==> config.mk <==
export PLATFORM = sky130hd
export DESIGN_NAME = utx_master
export DESIGN_NICKNAME = d
export VERILOG_FILES = /design/src/rtl/utx_pkg.sv /design/src/rtl/utx_poll_map.sv /design/src/rtl/utx_rr_pick.sv /design/src/rtl/utx_master.sv
export SDC_FILE = /design/constraint.sdc
export NUM_CORES = 1
export LEC_CHECK = 0
export BUFFER_PORTS_ARGS = -buffer_cell sky130_fd_sc_hd__buf_4
export CAP_MARGIN = 30
export CORE_MARGIN = 2
export CORE_UTILIZATION = 45
export CTS_BUF_LIST = sky130_fd_sc_hd__clkbuf_8 sky130_fd_sc_hd__clkbuf_16
export CTS_CLUSTER_SIZE = 40
export DETAILED_ROUTE_END_ITERATION = 12
export PLACE_DENSITY = 0.72
export SLEW_MARGIN = 20
export SYNTH_ARGS = -nofsm -noshare
export SYNTH_HDL_FRONTEND = slang
export SYNTH_SLANG_ARGS = --single-unit
==> constraint.sdc <==
create_clock -name clk_i -period 6 [get_ports clk_i]
set_clock_uncertainty 0.2 [all_clocks]
set_input_delay 0.9 -clock clk_i [delete_from_list [all_inputs] [get_ports clk_i]]
set_output_delay 0.9 -clock clk_i [all_outputs]
set_load 0.005 [all_outputs]
==> src/rtl/utx_pkg.sv <==
package utx_pkg;
  typedef enum logic [2:0] {
    ST_IDLE,
    ST_SEL,
    ST_XFER,
    ST_HOLD,
    ST_RESEL
  } utx_state_e;
endpackage

==> src/rtl/utx_poll_map.sv <==
module utx_poll_map #(
  parameter int unsigned NUM_PORTS = 4,
  parameter int unsigned PORT_W    = 2
) (
  input  logic                 clk_i,
  input  logic                 rst_ni,
  input  logic                 poll_en_i,
  input  logic                 clav_i,
  input  logic                 busy_i,
  input  logic [PORT_W-1:0]    cur_i,
  input  logic                 fire_i,
  input  logic [PORT_W-1:0]    pick_i,
  output logic [PORT_W-1:0]    poll_idx_o,
  output logic [NUM_PORTS-1:0] ready_o
);
  localparam logic [PORT_W-1:0] LAST_IDX = PORT_W'(NUM_PORTS - 1);

  logic [PORT_W-1:0]    idx_q, t1_p_q, t2_p_q;
  logic                 t1_v_q, t2_v_q;
  logic [NUM_PORTS-1:0] ready_q, ready_d;

  // answer for the address of two edges ago arrives now; drop answers for a busy port
  always_comb begin
    ready_d = ready_q;
    if (t2_v_q && !(busy_i && t2_p_q == cur_i) && !(fire_i && t2_p_q == pick_i))
      ready_d[t2_p_q] = clav_i;
    if (fire_i) ready_d[pick_i] = 1'b0;
  end

  always_ff @(posedge clk_i or negedge rst_ni) begin
    if (!rst_ni) begin
      idx_q   <= '0;
      t1_p_q  <= '0;
      t2_p_q  <= '0;
      t1_v_q  <= 1'b0;
      t2_v_q  <= 1'b0;
      ready_q <= '0;
    end else begin
      if (poll_en_i) idx_q <= (idx_q == LAST_IDX) ? '0 : idx_q + 1'b1;
      t1_v_q  <= poll_en_i;
      t1_p_q  <= idx_q;
      t2_v_q  <= t1_v_q;
      t2_p_q  <= t1_p_q;
      ready_q <= ready_d;
    end
  end

  assign poll_idx_o = idx_q;
  assign ready_o    = ready_q;
endmodule

==> src/rtl/utx_rr_pick.sv <==
module utx_rr_pick #(
  parameter int unsigned NUM_PORTS = 4,
  parameter int unsigned PORT_W    = 2
) (
  input  logic [NUM_PORTS-1:0] elig_i,
  input  logic [PORT_W-1:0]    last_i,
  output logic [PORT_W-1:0]    pick_o,
  output logic                 any_o
);
  function automatic logic [PORT_W-1:0] rr_first(logic [NUM_PORTS-1:0] elig,
                                                 logic [PORT_W-1:0] last);
    logic [PORT_W:0]   s;
    logic [PORT_W-1:0] win;
    win = last;
    // walk from farthest to nearest so the nearest eligible port wins
    for (int k = NUM_PORTS; k >= 1; k--) begin
      s = {1'b0, last} + (PORT_W+1)'(k);
      if (s >= (PORT_W+1)'(NUM_PORTS)) s = s - (PORT_W+1)'(NUM_PORTS);
      if (elig[s[PORT_W-1:0]]) win = s[PORT_W-1:0];
    end
    return win;
  endfunction

  assign pick_o = rr_first(elig_i, last_i);
  assign any_o  = |elig_i;
endmodule

==> src/rtl/utx_master.sv <==
module utx_master
  import utx_pkg::*;
#(
  parameter int unsigned NUM_PORTS  = 4,
  parameter int unsigned ADDR_W     = 5,
  parameter int unsigned DATA_W     = 8,
  parameter int unsigned CELL_BYTES = 53,
  parameter logic [ADDR_W-1:0] NULL_ADDR = '1,
  localparam int unsigned PORT_W = (NUM_PORTS > 1) ? $clog2(NUM_PORTS) : 1
) (
  input  logic                 clk_i,
  input  logic                 rst_ni,
  input  logic [NUM_PORTS-1:0] pend_i,
  input  logic [DATA_W-1:0]    data_i,
  input  logic                 pause_i,
  output logic                 byte_rd_o,
  output logic [PORT_W-1:0]    port_o,
  output logic [ADDR_W-1:0]    utx_addr_o,
  input  logic                 utx_clav_i,
  output logic                 utx_enb_no,
  output logic [DATA_W-1:0]    utx_data_o,
  output logic                 utx_soc_o
);
  localparam int unsigned CNT_W = $clog2(CELL_BYTES + 1);
  localparam logic [CNT_W-1:0] FULL_CNT = CNT_W'(CELL_BYTES);

  utx_state_e          state_q, state_d;
  logic [CNT_W-1:0]    cnt_q;
  logic [PORT_W-1:0]   cur_q, last_q, pick, poll_idx, port_next;
  logic [NUM_PORTS-1:0] ready;
  logic                any, fire, take, sel_next, poll_en, busy;
  logic [ADDR_W-1:0]   addr_q, addr_d;
  logic                enb_nq, soc_q;
  logic [DATA_W-1:0]   data_q;

  utx_rr_pick #(.NUM_PORTS(NUM_PORTS), .PORT_W(PORT_W)) u_pick (
    .elig_i (ready & pend_i),
    .last_i (last_q),
    .pick_o (pick),
    .any_o  (any)
  );

  utx_poll_map #(.NUM_PORTS(NUM_PORTS), .PORT_W(PORT_W)) u_poll (
    .clk_i      (clk_i),
    .rst_ni     (rst_ni),
    .poll_en_i  (poll_en),
    .clav_i     (utx_clav_i),
    .busy_i     (busy),
    .cur_i      (cur_q),
    .fire_i     (fire),
    .pick_i     (pick),
    .poll_idx_o (poll_idx),
    .ready_o    (ready)
  );

  assign busy = (state_q != ST_IDLE);
  assign fire = (state_q == ST_IDLE) && any;

  always_comb begin
    state_d = state_q;
    unique case (state_q)
      ST_IDLE:  if (fire) state_d = ST_SEL;
      ST_SEL:   state_d = pause_i ? ST_HOLD : ST_XFER;
      ST_XFER:  if (cnt_q == FULL_CNT) state_d = ST_IDLE;
                else if (pause_i)      state_d = ST_HOLD;
      ST_HOLD:  if (!pause_i) state_d = ST_RESEL;
      ST_RESEL: state_d = pause_i ? ST_HOLD : ST_XFER;
      default:  state_d = ST_IDLE;
    endcase
  end

  assign take = !pause_i && ((state_q == ST_SEL) || (state_q == ST_RESEL) ||
                             ((state_q == ST_XFER) && (cnt_q != FULL_CNT)));

  // selection cycles own the address lines; otherwise poll while work is pending
  assign sel_next  = (state_d == ST_SEL) || (state_d == ST_RESEL);
  assign port_next = fire ? pick : cur_q;
  assign poll_en   = !sel_next && (|pend_i);

  always_comb begin
    if (sel_next)     addr_d = ADDR_W'(port_next);
    else if (poll_en) addr_d = ADDR_W'(poll_idx);
    else              addr_d = NULL_ADDR;
  end

  always_ff @(posedge clk_i or negedge rst_ni) begin
    if (!rst_ni) begin
      state_q <= ST_IDLE;
      cnt_q   <= '0;
      cur_q   <= '0;
      last_q  <= PORT_W'(NUM_PORTS - 1);
      addr_q  <= NULL_ADDR;
      enb_nq  <= 1'b1;
      soc_q   <= 1'b0;
      data_q  <= '0;
    end else begin
      state_q <= state_d;
      addr_q  <= addr_d;
      enb_nq  <= !take;
      soc_q   <= take && (cnt_q == '0);
      if (fire) begin
        cur_q  <= pick;
        last_q <= pick;
        cnt_q  <= '0;
      end else if (take) begin
        cnt_q  <= cnt_q + 1'b1;
      end
      if (take) data_q <= data_i;
    end
  end

  assign byte_rd_o  = take;
  assign port_o     = cur_q;
  assign utx_addr_o = addr_q;
  assign utx_enb_no = enb_nq;
  assign utx_data_o = data_q;
  assign utx_soc_o  = soc_q;
endmodule

-- Word-level counts from Yosys, hierarchy flattened
Cells that the tools add are included.
- reduce and logical (&&, ||, !) cells: 26
- multiplexer cells: 35
- $mul: 0
- bitwise gates (word level): 3
- div/mod/pow operators: 0
- eq/ne operators: 11
- magnitude comparators: 12
- add/subtract/negate cells: 10
- shifts and indexed selects: 0
- operators by type and width (cell ; count):
    2-to-1 mux 2 bit ; 10
    < comparator 2 x 3 -> 1 bit, second input constant ; 6
    greater-or-equal comparator 3 bit, second input constant ; 4
    2-to-1 mux 3 bit ; 4
    2-to-1 mux 6 bit ; 2
    case mux 3 bit (4 select lines) ; 1
    logical AND 1 bit ; 11
    2-to-1 mux 5 bit ; 2
    AND 4 bit ; 2
    binary-select mux 1 bit (select 2 bit) ; 4
    2-to-1 mux 4 bit ; 2
    OR reduction 4 bit ; 2
    subtractor 2 x 1 -> 2 bit, second input constant ; 4
    2-to-1 mux 1 bit ; 7
    adder 2 x 2 -> 3 bit, second input constant ; 2
    adder 6 x 1 -> 6 bit, second input constant ; 1
    == test 3 x 1 -> 1 bit, second input constant ; 2
    == test 3 x 2 -> 1 bit, second input constant ; 2
    == test 3 bit, second input constant ; 2
    == test 6 bit, second input constant ; 1
    logical NOT 6 bit ; 1
    inequality test 6 bit, second input constant ; 1
    logical NOT 1 bit ; 5
    bitwise mux 4 bit ; 1
    13 further kinds ; 18
- logic and storage cells: 111
- bits in registers: 40
- input bits: 16
- memories: 0
- memory bits (read-only): 0
- RAM bits: 0
- bits in latches: 0
- output and inout port bits: 18

-- Logic depth before layout (Yosys ltp)
Gate-level depths: netlist of run 1.
- word-level depth: 16
- mapped depth: 9
- depth with buffers taken out: 8

-- Modules after synthesis
Synthesis of run 1 repeated with hierarchy kept, for this count alone.
- cell total of the unflattened synthesis: 166
- area total of the unflattened synthesis: 1828.0 um2
- modules (own cells, without submodules) (module ; area an instance (um2) ; seq. area each (um2) ; cells an instance ; instances):
    utx_master ; 1229.9 ; 658.1 ; 111 ; 1
    utx_poll_map ; 515.5 ; 300.3 ; 41 ; 1
    utx_rr_pick ; 82.6 ; 0.0 ; 14 ; 1

-- Least setup slack after synthesis of run 1
Ideal clock, no wire load.
- path type: input-to-output
- from: input port pause_i
- to: output port byte_rd_o
- path buffers: 1
- data required time: 4900 ps
- setup slack: 3477 ps
- stages: 3
- data arrival time: 1423 ps
- cells stage by stage: a211o_4 -> inv_6 -> buf_12
- cells in the longest elaborated chain, start to end: 2
- ends and longest elaborated chain (item ; line ; RTL):
    from (decl) ; utx_master.sv:15 ; input logic pause_i,
    logical NOT 1 bit ; utx_master.sv:72 ; assign take = !pause_i && ((state_q == ST_SEL) || (state_q == ST_RESEL) ||
    logical AND 1 bit ; utx_master.sv:72 ;
    to (decl) ; utx_master.sv:16 ; output logic byte_rd_o,
Every way passes these cells.

-- Worst setup path after layout of run 1
- from: register cnt_q[1]
- to: output port byte_rd_o
- cells in the longest elaborated chain, start to end: 4
- ends and longest elaborated chain (item ; line ; RTL):
    from (decl) ; utx_master.sv:28 ; logic [CNT_W-1:0] cnt_q;
    from (signal assigned) ; utx_master.sv:106 ; cnt_q <= cnt_q + 1'b1;
    inequality test 6 bit ; utx_master.sv:73 ; ((state_q == ST_XFER) && (cnt_q != FULL_CNT)));
    logical AND 1 bit ; utx_master.sv:73 ;
    logical OR 1 bit ; utx_master.sv:72 ;
    logical AND 1 bit ; utx_master.sv:72 ;
Every way passes these cells.

==> results.yml, run 1 <==
worst_setup_path:
  slowest_delay_ps: 390
  worstRegToRegCells: 5
  path_class: "register to output pin"
  crit_slowest_cell: "dfrtp_1"
  cp.arrival_ps: 1770
  r2r_setup_slack_ps: 3850
  path_cells: "inv_1 -> ha_1 -> nand4_1 -> o21ai_1 -> a211o_4 -> inv_6 -> buf_4"
  critPathTopFamily: "compound AO/OA/AOI/OAI gates"
  worst-path-max-fanout: 15
  worstPathRequired_ps: 4900
  start_kind: "register"
  worst-path-stages: 7
  cp-end-kind: "output pin"
  path_buf_inv: 3
cells_and_area:
  finish.net_count: 213
  final_common_cell: "buf_4"
  areaGrowthSynthToFinish_pct: 20.46
  antenna_cells: 0
  num-fill-cells: 333
  drive_above_1_share_pct: 32.47
  final_cell_mix: "33 x buf_4, 32 x dfrtp_1, 18 x nand2_1"
  final_util_pct: 57.12
  finalInstanceArea_mm2: 0.002107
outcome:
  status: "complete, no violations"
min_path:
  hold_depth: 0
  hold_path_class: "register to register"
cts:
  clk_latency_ps: 280
  cts_tree: "yes"
  post_cts_resize_count: 0
  cts_buffers: 5
  clockRootBuffer: "clkbuf_8"
  cts_hold_buf: 0
  clock_path_buffers: 2
  clock_sinks: 38
  htreeDepth: 2
  clkTransAtPathRegs_ps: 70
  post_cts_buffers: 0
sta:
  maxSlewViolCount: 0
  setup_violations: 0
  finalHoldViolations: 0
  layout_setup_ws_ps: 3126
  max_freq_mhz: 348.0
  tns_ps: 0
  worstMarginPinSlew_ps: 476.6
  rsz0062_at_grt: "no"
  fin_crit_sh_pct: 47.90
  fin_crit_ps: 2874
  slew-limit-headroom_pct: 68.23
placement:
  place_ws_ps: 3277
  place_hpwl_um: 2468
  port_buffers: 33
  gp_congestion: 0.7605
  placedInstanceArea_mm2: 0.002017
floorplanning:
  die_y_um: 66.35
  die_w_um: 66.35
  start_util_pct: 47.42
  die-area_mm2: 0.004402
  ios: 34
  coreArea_mm2: 0.003689
  rows: 22
routing:
  vias_per_cell: 5.380
  routed_wl_um: 3480
  drt_iter0_markers: 57
  via_count: 1302
  antenna_left: 0
  first_pass_iters: 4
  drc: 0
  wl_per_cell_um: 14.38
logic_synthesis:
  ys.flop_type: "dfrtp_1"
  yosysWarningCount: 0
  synth_edf_count: 0
  synth_area_mm2: 0.001749
  syn_nets: 176
  synth_cell_types: 42
  yosysSeqAreaShare_pct: 54.79
  ys_async_sr_fraction_pct: 100.0
  avgSynthCellArea_um2: 11.21
  synth.ff_latch_count: 38
  syn-instance-count: 156
grt:
  antenna_found_initial: 0
  grt_overflow_total: 0
  grt_pass1_wl_um: 5892
  grt_max_degree: 39
  track_usage_pct: 17.94
  grt_pass1_vias: 1337
power_and_ir_drop:
  p_leak_nw: 0.9919
  p_per_area_mw_per_mm2: 516.9
  clockPowerShare_pct: 14.9
  switching_share_pct: 36.51
  combPwrFrac_pct: 40.3
  ir_drop_v: 0.0002594
  power.switching_mw: 0.3976
  internal_power_mw: 0.6915
  sequentialPowerShare_pct: 44.8
job:
  maxCapViolCount: 0
==> sequential cells by signal, indices dropped and copies added, names as in the netlist <==
signal / cells
utx_addr_o: 3
u_poll.ready_o: 4
u_poll.t2_p_q: 2
u_poll.t2_v_q: 1
last_q: 2
u_poll.t1_v_q: 1
cnt_q: 6
port_o: 2
state_q: 3
u_poll.poll_idx_o: 2
utx_enb_no: 1
utx_soc_o: 1
u_poll.t1_p_q: 2
utx_data_o: 8
==> power groups by stage <==
stage / Sequential [mW] / Clock [mW] / Combinational (mW)
final: 0.488 / 0.162 / 0.439
after global placement: 0.483 / 0 / 0.418
after CTS: 0.487 / 0.167 / 0.440
after detailed placement: 0.491 / 0 / 0.437
after floorplan: 0.471 / 0 / 0.299
after global routing: 0.507 / 0.180 / 0.493
==> synthesized netlist by cell type, types with 2 or more instances <==
library cell | n | area (µm²)
nor2_1 | 13 | 48.80
nand4_1 | 3 | 18.77
o21ai_0 | 4 | 20.02
inv_1 | 5 | 18.77
mux2i_1 | 9 | 90.09
mux2_2 | 9 | 101.4
and3_1 | 2 | 12.51
a21oi_1 | 13 | 65.06
dfstp_2 | 6 | 157.7
ha_1 | 4 | 50.05
nand3_1 | 3 | 15.01
o22ai_1 | 2 | 12.51
a211oi_1 | 2 | 15.01
nor3_1 | 4 | 20.02
dfrtp_1 | 32 | 800.8
nand2_1 | 18 | 67.56
buf_4 | 2 | 15.01
==> layout make-up <==
cell class	instances	area [µm²]	area share, %
Multi-Input combinational cell	108	723.2	34.32
Tap cell	48	60.06	2.850
Sequential cell	38	958.4	45.49
Clock buffer	5	68.82	3.266
Clock inverter	3	13.76	0.6532
Inverter	6	27.53	1.306
Timing Repair Buffer	34	255.2	12.11
==> cells by family after synthesis <==
family | after synthesis | synth area share, %
muxes | 18 | 10.94
buffers and inverters | 10 | 3.862
adders and majority gates | 4 | 2.861
xor gates and xnor gates | 1 | 0.5008
and+or+nand+nor | 54 | 15.52
AOI/OAI and AO/OA | 31 | 11.52
DFF | 38 | 54.79
==> worst paths after layout <==
path | from | endpoint
worst max register to register | state_q[2] | u_poll.ready_o[2]
worst min register to register | u_poll.t1_p_q[0] | u_poll.t2_p_q[0]
max in group asynchronous | rst_ni | utx_addr_o[1]
worst min-delay path | u_poll.t1_p_q[0] | u_poll.t2_p_q[0]
worst max-delay path | cnt_q[1] | byte_rd_o
min in group asynchronous | rst_ni | utx_data_o[4]
==> stage by stage <==
| stage | std cells | total power, mW | hold slack, ps |
|---|---|---|---|
| after floorplan | 156 | 0.7700 | 131.2 |
| after CTS | 241 | 1.095 | 153.2 |
| after detailed placement | 233 | 0.9285 | 137.2 |
| after global routing | 242 | 1.180 | 164.8 |
| final | 242 | 1.089 | 151.1 |
| after global placement | 233 | 0.9009 | 133.5 |
==> per-layer routing <==
metal,track usage [%],wire length [µm],up-vias
met4,7.143,38,0
met5,0,0,-
li1,-,-,627
met1,21.06,1388,630
met3,6.133,221,4
met2,30.00,1830,41
Note: power is estimated with default switching activity, not from simulation.
==> run 2: changes to the inputs <==
Settings changed: ABC_AREA set to 1, PLACE_DENSITY 0.72 to 0.71.
Clock period 6 ns to 2.7 ns, I/O delays scaled along.
==> results.yml, run 2 <==
cts:
  clkTransAtPathRegs_ps: 80
  cts_hold_buf: 1
  cts_tree: "yes"
  clock_path_buffers: 2
  cts_buffers: 5
  post_cts_resize_count: 0
  post_cts_buffers: 0
  clk_latency_ps: 290
  htreeDepth: 2
  clockRootBuffer: "clkbuf_8"
  clock_sinks: 38
logic_synthesis:
  syn_nets: 263
  synthTopCellsByArea: "dfrtp_1 41%, nand2_1 15%, dfstp_2 8.0%, inv_1 5.0%, nand3_1 3.8%"
  syn-instance-count: 243
  synth.ff_latch_count: 38
  synth_cell_types: 32
  avgSynthCellArea_um2: 8.068
  yosysWarningCount: 0
  synth_edf_count: 0
  yosys.area.top_type_share_pct: 40.84
  yosysMostFrequentCell: "nand2_1"
  synth_commonest_cells: "79 x nand2_1, 32 x dfrtp_1, 26 x inv_1"
  yosys.area.top_type: "dfrtp_1"
  synth_area_mm2: 0.001961
  ys.flop_type: "dfrtp_1"
  yosysSeqAreaShare_pct: 48.88
  ys_async_sr_fraction_pct: 100.0
routing:
  antenna_left: 0
  drt_iter0_markers: 120
  first_pass_iters: 4
  routed_wl_um: 3937
  via_count: 1664
  vias_per_cell: 4.997
  drc: 0
  wl_per_cell_um: 11.82
worst_setup_path:
  worstPathRequired_ps: 2100
  cp.arrival_ps: 1700
  start_kind: "register"
  slowest_delay_ps: 380
  cp-end-kind: "output pin"
  crit_slowest_cell: "dfrtp_1"
  worst-path-max-fanout: 13
  path_cells: "inv_1 -> ha_1 -> nand4_1 -> nand3_1 -> a21oi_2 -> buf_4 -> buf_4"
  crit_top_cell: "buf_4"
  path_class: "register to output pin"
floorplanning:
  die_w_um: 70.01
  die_y_um: 70.01
  rows: 24
  coreArea_mm2: 0.004264
  start_util_pct: 45.98
  die-area_mm2: 0.004901
  ios: 34
cells_and_area:
  drive_above_1_share_pct: 23.49
  final_cell_mix: "79 x nand2_1, 34 x buf_4, 32 x dfrtp_1"
  largest_register_ff_count: 8
  finalInstanceArea_mm2: 0.002371
  layoutNonFillerInstCount: 333
  antenna_cells: 0
  final_common_cell: "nand2_1"
  num-fill-cells: 415
  areaGrowthSynthToFinish_pct: 20.93
  finish.net_count: 300
power_and_ir_drop:
  total_power_mw: 3.066
  power.switching_mw: 1.334
  p_per_area_mw_per_mm2: 1293
  clockPowerShare_pct: 15.6
  p_leak_nw: 1.228
  switching_share_pct: 43.50
  internal_power_mw: 1.732
  combPwrFrac_pct: 49.6
  ir_drop_v: 0.0005718
  sequentialPowerShare_pct: 34.7
sta:
  setup_violations: 0
  rsz0062_at_grt: "no"
  finalHoldViolations: 0
  fin_crit_ps: 2304
  maxSlewViolCount: 0
  max_freq_mhz: 434.0
  worstMarginPinSlew_ps: 669.7
  fin_crit_sh_pct: 85.34
  slew-limit-headroom_pct: 55.14
  tns_ps: 0
grt:
  antenna_found_initial: 0
  grt_pass1_wl_um: 6865
  track_usage_pct: 17.85
  grt_max_degree: 39
  grt_overflow_total: 0
  grt_pass1_vias: 1520
placement:
  port_buffers: 33
  place_inst: 324
  gp_congestion: 0.8723
  place_hpwl_um: 2933
  placedInstanceArea_mm2: 0.002247
outcome:
  status: "complete, no violations"
min_path:
  hold_path_class: "input port to register"
job:
  maxCapViolCount: 0
[run 2: final timing paths]
| check | startpoint | end | slack, ps | cells after the start |
|---|---|---|---|---|
| hold reg to reg | u_poll.t1_p_q[1] | u_poll.t2_p_q[1] | 160 | 0 |
| hold / removal | pause_i | state_q[2] | 100 | 2 |
| max in group asynchronous | rst_ni | last_q[0] | 1530 | 2 |
| min in group asynchronous | rst_ni | u_poll.ready_o[1] | 420 | 2 |
| setup / recovery | cnt_q[1] | byte_rd_o | 400 | 7 |
| setup reg to reg | state_q[2] | u_poll.ready_o[2] | 550 | 8 |
[run 2: final cells by class]
cell class | instances | area (µm²) | share of cell area, %
Timing Repair Buffer | 35 | 265.3 | 11.19
Tap cell | 52 | 65.06 | 2.744
Inverter | 29 | 111.4 | 4.697
Clock buffer | 5 | 68.82 | 2.902
Multi-Input combinational cell | 171 | 857.1 | 36.15
Sequential cell | 38 | 958.4 | 40.42
Clock inverter | 3 | 45.04 | 1.900
[run 2: cells by family (layout without fill, tap and decap cells)]
kind of cell | after synthesis | count (layout) | synth area share [%]
adder cells (fa/ha/maj) | 4 | 4 | 2.553
AO/OA/AOI/OAI | 32 | 32 | 9.892
flip-flops | 38 | 38 | 48.88
AND/OR/NAND/NOR | 133 | 133 | 30.38
XOR/XNOR | 2 | 2 | 0.8936
buffers and inverters | 34 | 72 | 7.402
[run 2: metal layers]
| metal | GRT usage [%] | wire length [µm] |
|---|---|---|
| met1 | 22.78 | 1826 |
| met2 | 29.10 | 1867 |
| met3 | 4.040 | 168 |
| met4 | 7.906 | 74 |
| met5 | 0 | 0 |
[run 2: critical path, delay by kind of cell (launching register included)]
| family | cells | cell delay [ps] |
|---|---|---|
| buf+inv | 3 | 410 |
| fa+ha+maj | 1 | 190 |
| compound gates | 1 | 180 |
| flops | 1 | 380 |
| simple gates | 2 | 250 |
[run 2: power by group through the flow]
stage | clock network, mW | logic (mW) | registers (mW)
detailed placement | 0 | 1.52 | 1.07
global placement | 0 | 1.49 | 1.06
global route | 0.524 | 1.74 | 1.11
floorplan | 0 | 1.13 | 1.02
finish | 0.480 | 1.52 | 1.06
CTS | 0.491 | 1.53 | 1.07
[run 2: stage by stage]
stage | util, % | setup slack [ps] | hold WS [ps]
2_1_floorplan | - | 813.9 | -90.59
3_3_place_gp | 52.70 | 554.5 | 133.2
3_5_place_dp | 52.70 | 579.0 | 144.4
4_1_cts | 55.60 | 372.9 | 94.20
5_1_grt | 55.60 | 273.7 | 94.50
6_report | 55.60 | 395.8 | 100.3
==> run 3: changes to the inputs <==
Settings changed: ABC_AREA 1 to unset, PLACE_DENSITY 0.71 to 0.72.
==> results.yml, run 3 (synthesized netlist as in run 1, its figures left out) <==
routing:
  wl_met3_um: 172
  antenna_left: 0
  routed_wl_um: 3527
  first_pass_iters: 4
  drt_iter0_markers: 74
  wl_met2_um: 1695
  wl_per_cell_um: 14.51
  wl_met1_um: 1547
  dr.max_layer_used: "met4"
  via_count: 1348
  drc: 0
  vias_per_cell: 5.547
placement:
  gp_congestion: 0.9444
  port_buffers: 33
  place_hpwl_um: 2620
  placedInstanceArea_mm2: 0.002024
  place_inst: 234
power_and_ir_drop:
  p_per_area_mw_per_mm2: 1186
  ir_drop_v: 0.0005794
  p_leak_nw: 1.010
  total_power_mw: 2.551
worst_setup_path:
  path_class: "register to output pin"
  cp-end-kind: "output pin"
  r2r_setup_slack_ps: 600
  worstRegToRegCells: 4
  timing.rr.start: "state_q[2]"
  worst-path-max-fanout: 15
  startpoint: "cnt_q[1]"
  start_kind: "register"
  cp-endpoint: "byte_rd_o"
  cp.arrival_ps: 1800
  worstPathRequired_ps: 2100
  reg2reg_to: "u_poll.poll_idx_o[1]"
floorplanning:
  coreArea_mm2: 0.003689
  die_y_um: 66.35
  rows: 22
  ios: 34
  die-area_mm2: 0.004402
  die_w_um: 66.35
  start_util_pct: 47.42
sta:
  rsz0062_at_grt: "no"
  max_freq_mhz: 415.3
  worstMarginPinSlew_ps: 558.5
  fin_crit_sh_pct: 89.18
  setup_violations: 0
  maxSlewViolCount: 0
  fin_crit_ps: 2408
  tns_ps: 0
  slew-limit-headroom_pct: 62.27
  finalHoldViolations: 0
cts:
  cts_hold_buf: 1
  post_cts_buffers: 0
  htreeDepth: 2
  clock_path_buffers: 2
  post_cts_resize_count: 0
  cts_tree: "yes"
  clkTransAtPathRegs_ps: 70
  clock_sinks: 38
  cts_buffers: 5
  clockRootBuffer: "clkbuf_8"
  clk_latency_ps: 290
cells_and_area:
  layoutNonFillerInstCount: 243
  finalInstanceArea_mm2: 0.002151
  finish.net_count: 214
  areaGrowthSynthToFinish_pct: 22.96
  drive_above_1_share_pct: 32.31
  largest_register_ff_count: 8
  antenna_cells: 0
  final_common_cell: "buf_4"
  final_cell_mix: "34 x buf_4, 32 x dfrtp_1, 18 x nand2_1"
min_path:
  hold_path_class: "input port to register"
grt:
  grt_overflow_total: 0
  grt_max_degree: 39
  grt_pass1_vias: 1316
  grt_pass1_wl_um: 5858
  antenna_found_initial: 0
  track_usage_pct: 18.05
outcome:
  status: "complete, no violations"
job:
  maxCapViolCount: 0
run 3: changes by cell type in the layout (fill, tap and decap cells not counted), moves of 4 or more:
cell     delta
nand2_1    -61
inv_1      -20
nand3_1    -12
mux2_2      +9
mux2i_1     +9
nor2_2      -5
nand2_2     -4
o21ai_0     -4
run 3: worst min path at each step:
stage	cells past startpoint	startpoint	end	slack (ps)
2_1_floorplan	0	rst_ni	cnt_q[0]	-90
3_3_place_gp	0	u_poll.t1_v_q	u_poll.t2_v_q	140
3_5_place_dp	0	u_poll.t1_p_q[1]	u_poll.t2_p_q[1]	130
4_1_cts	2	data_i[3]	utx_data_o[3]	140
5_1_grt	2	data_i[3]	utx_data_o[3]	150
6_report	2	data_i[3]	utx_data_o[3]	140
run 3: final cells by class:
type,count,area (µm²)
Clock buffer,6,82.58
Timing Repair Buffer,35,265.3
Inverter,6,27.53
Tap cell,48,60.06
Multi-Input combinational cell,108,723.2
Sequential cell,38,958.4
Fill cell,321,1538
Clock inverter,2,33.78
run 3: metrics by stage:
step                      util, %  hold WS (ps)  setup WS (ps)
after floorplan                 -        -90.59          731.4
after global routing        58.31         146.0          146.7
final                       58.31         144.7          292.1
after CTS                   58.31         136.9          275.4
after detailed placement    54.88         134.7          616.6
after global placement      54.88         135.3          628.5
run 3: worst max-delay path, cell delays in order, from the launching register on:
cell,delay [ps]
dfrtp_1,400
inv_1,90
ha_1,180
nand4_1,110
o21ai_1,80
a211o_4,380
inv_6,140
buf_4,130
run 3: where the power goes:
part	switching, mW	leakage, nW	internal (mW)
Sequential	0.243	0.451	0.855
Clock	0.193	0.0626	0.297
Combinational	0.456	0.497	0.507
run 3: routing by layer:
metal | vias to the layer above | global-route usage, %
li1 | 631 | -
met1 | 666 | 22.37
met2 | 39 | 28.25
met3 | 12 | 4.940
met4 | 0 | 10.20
met5 | - | 0
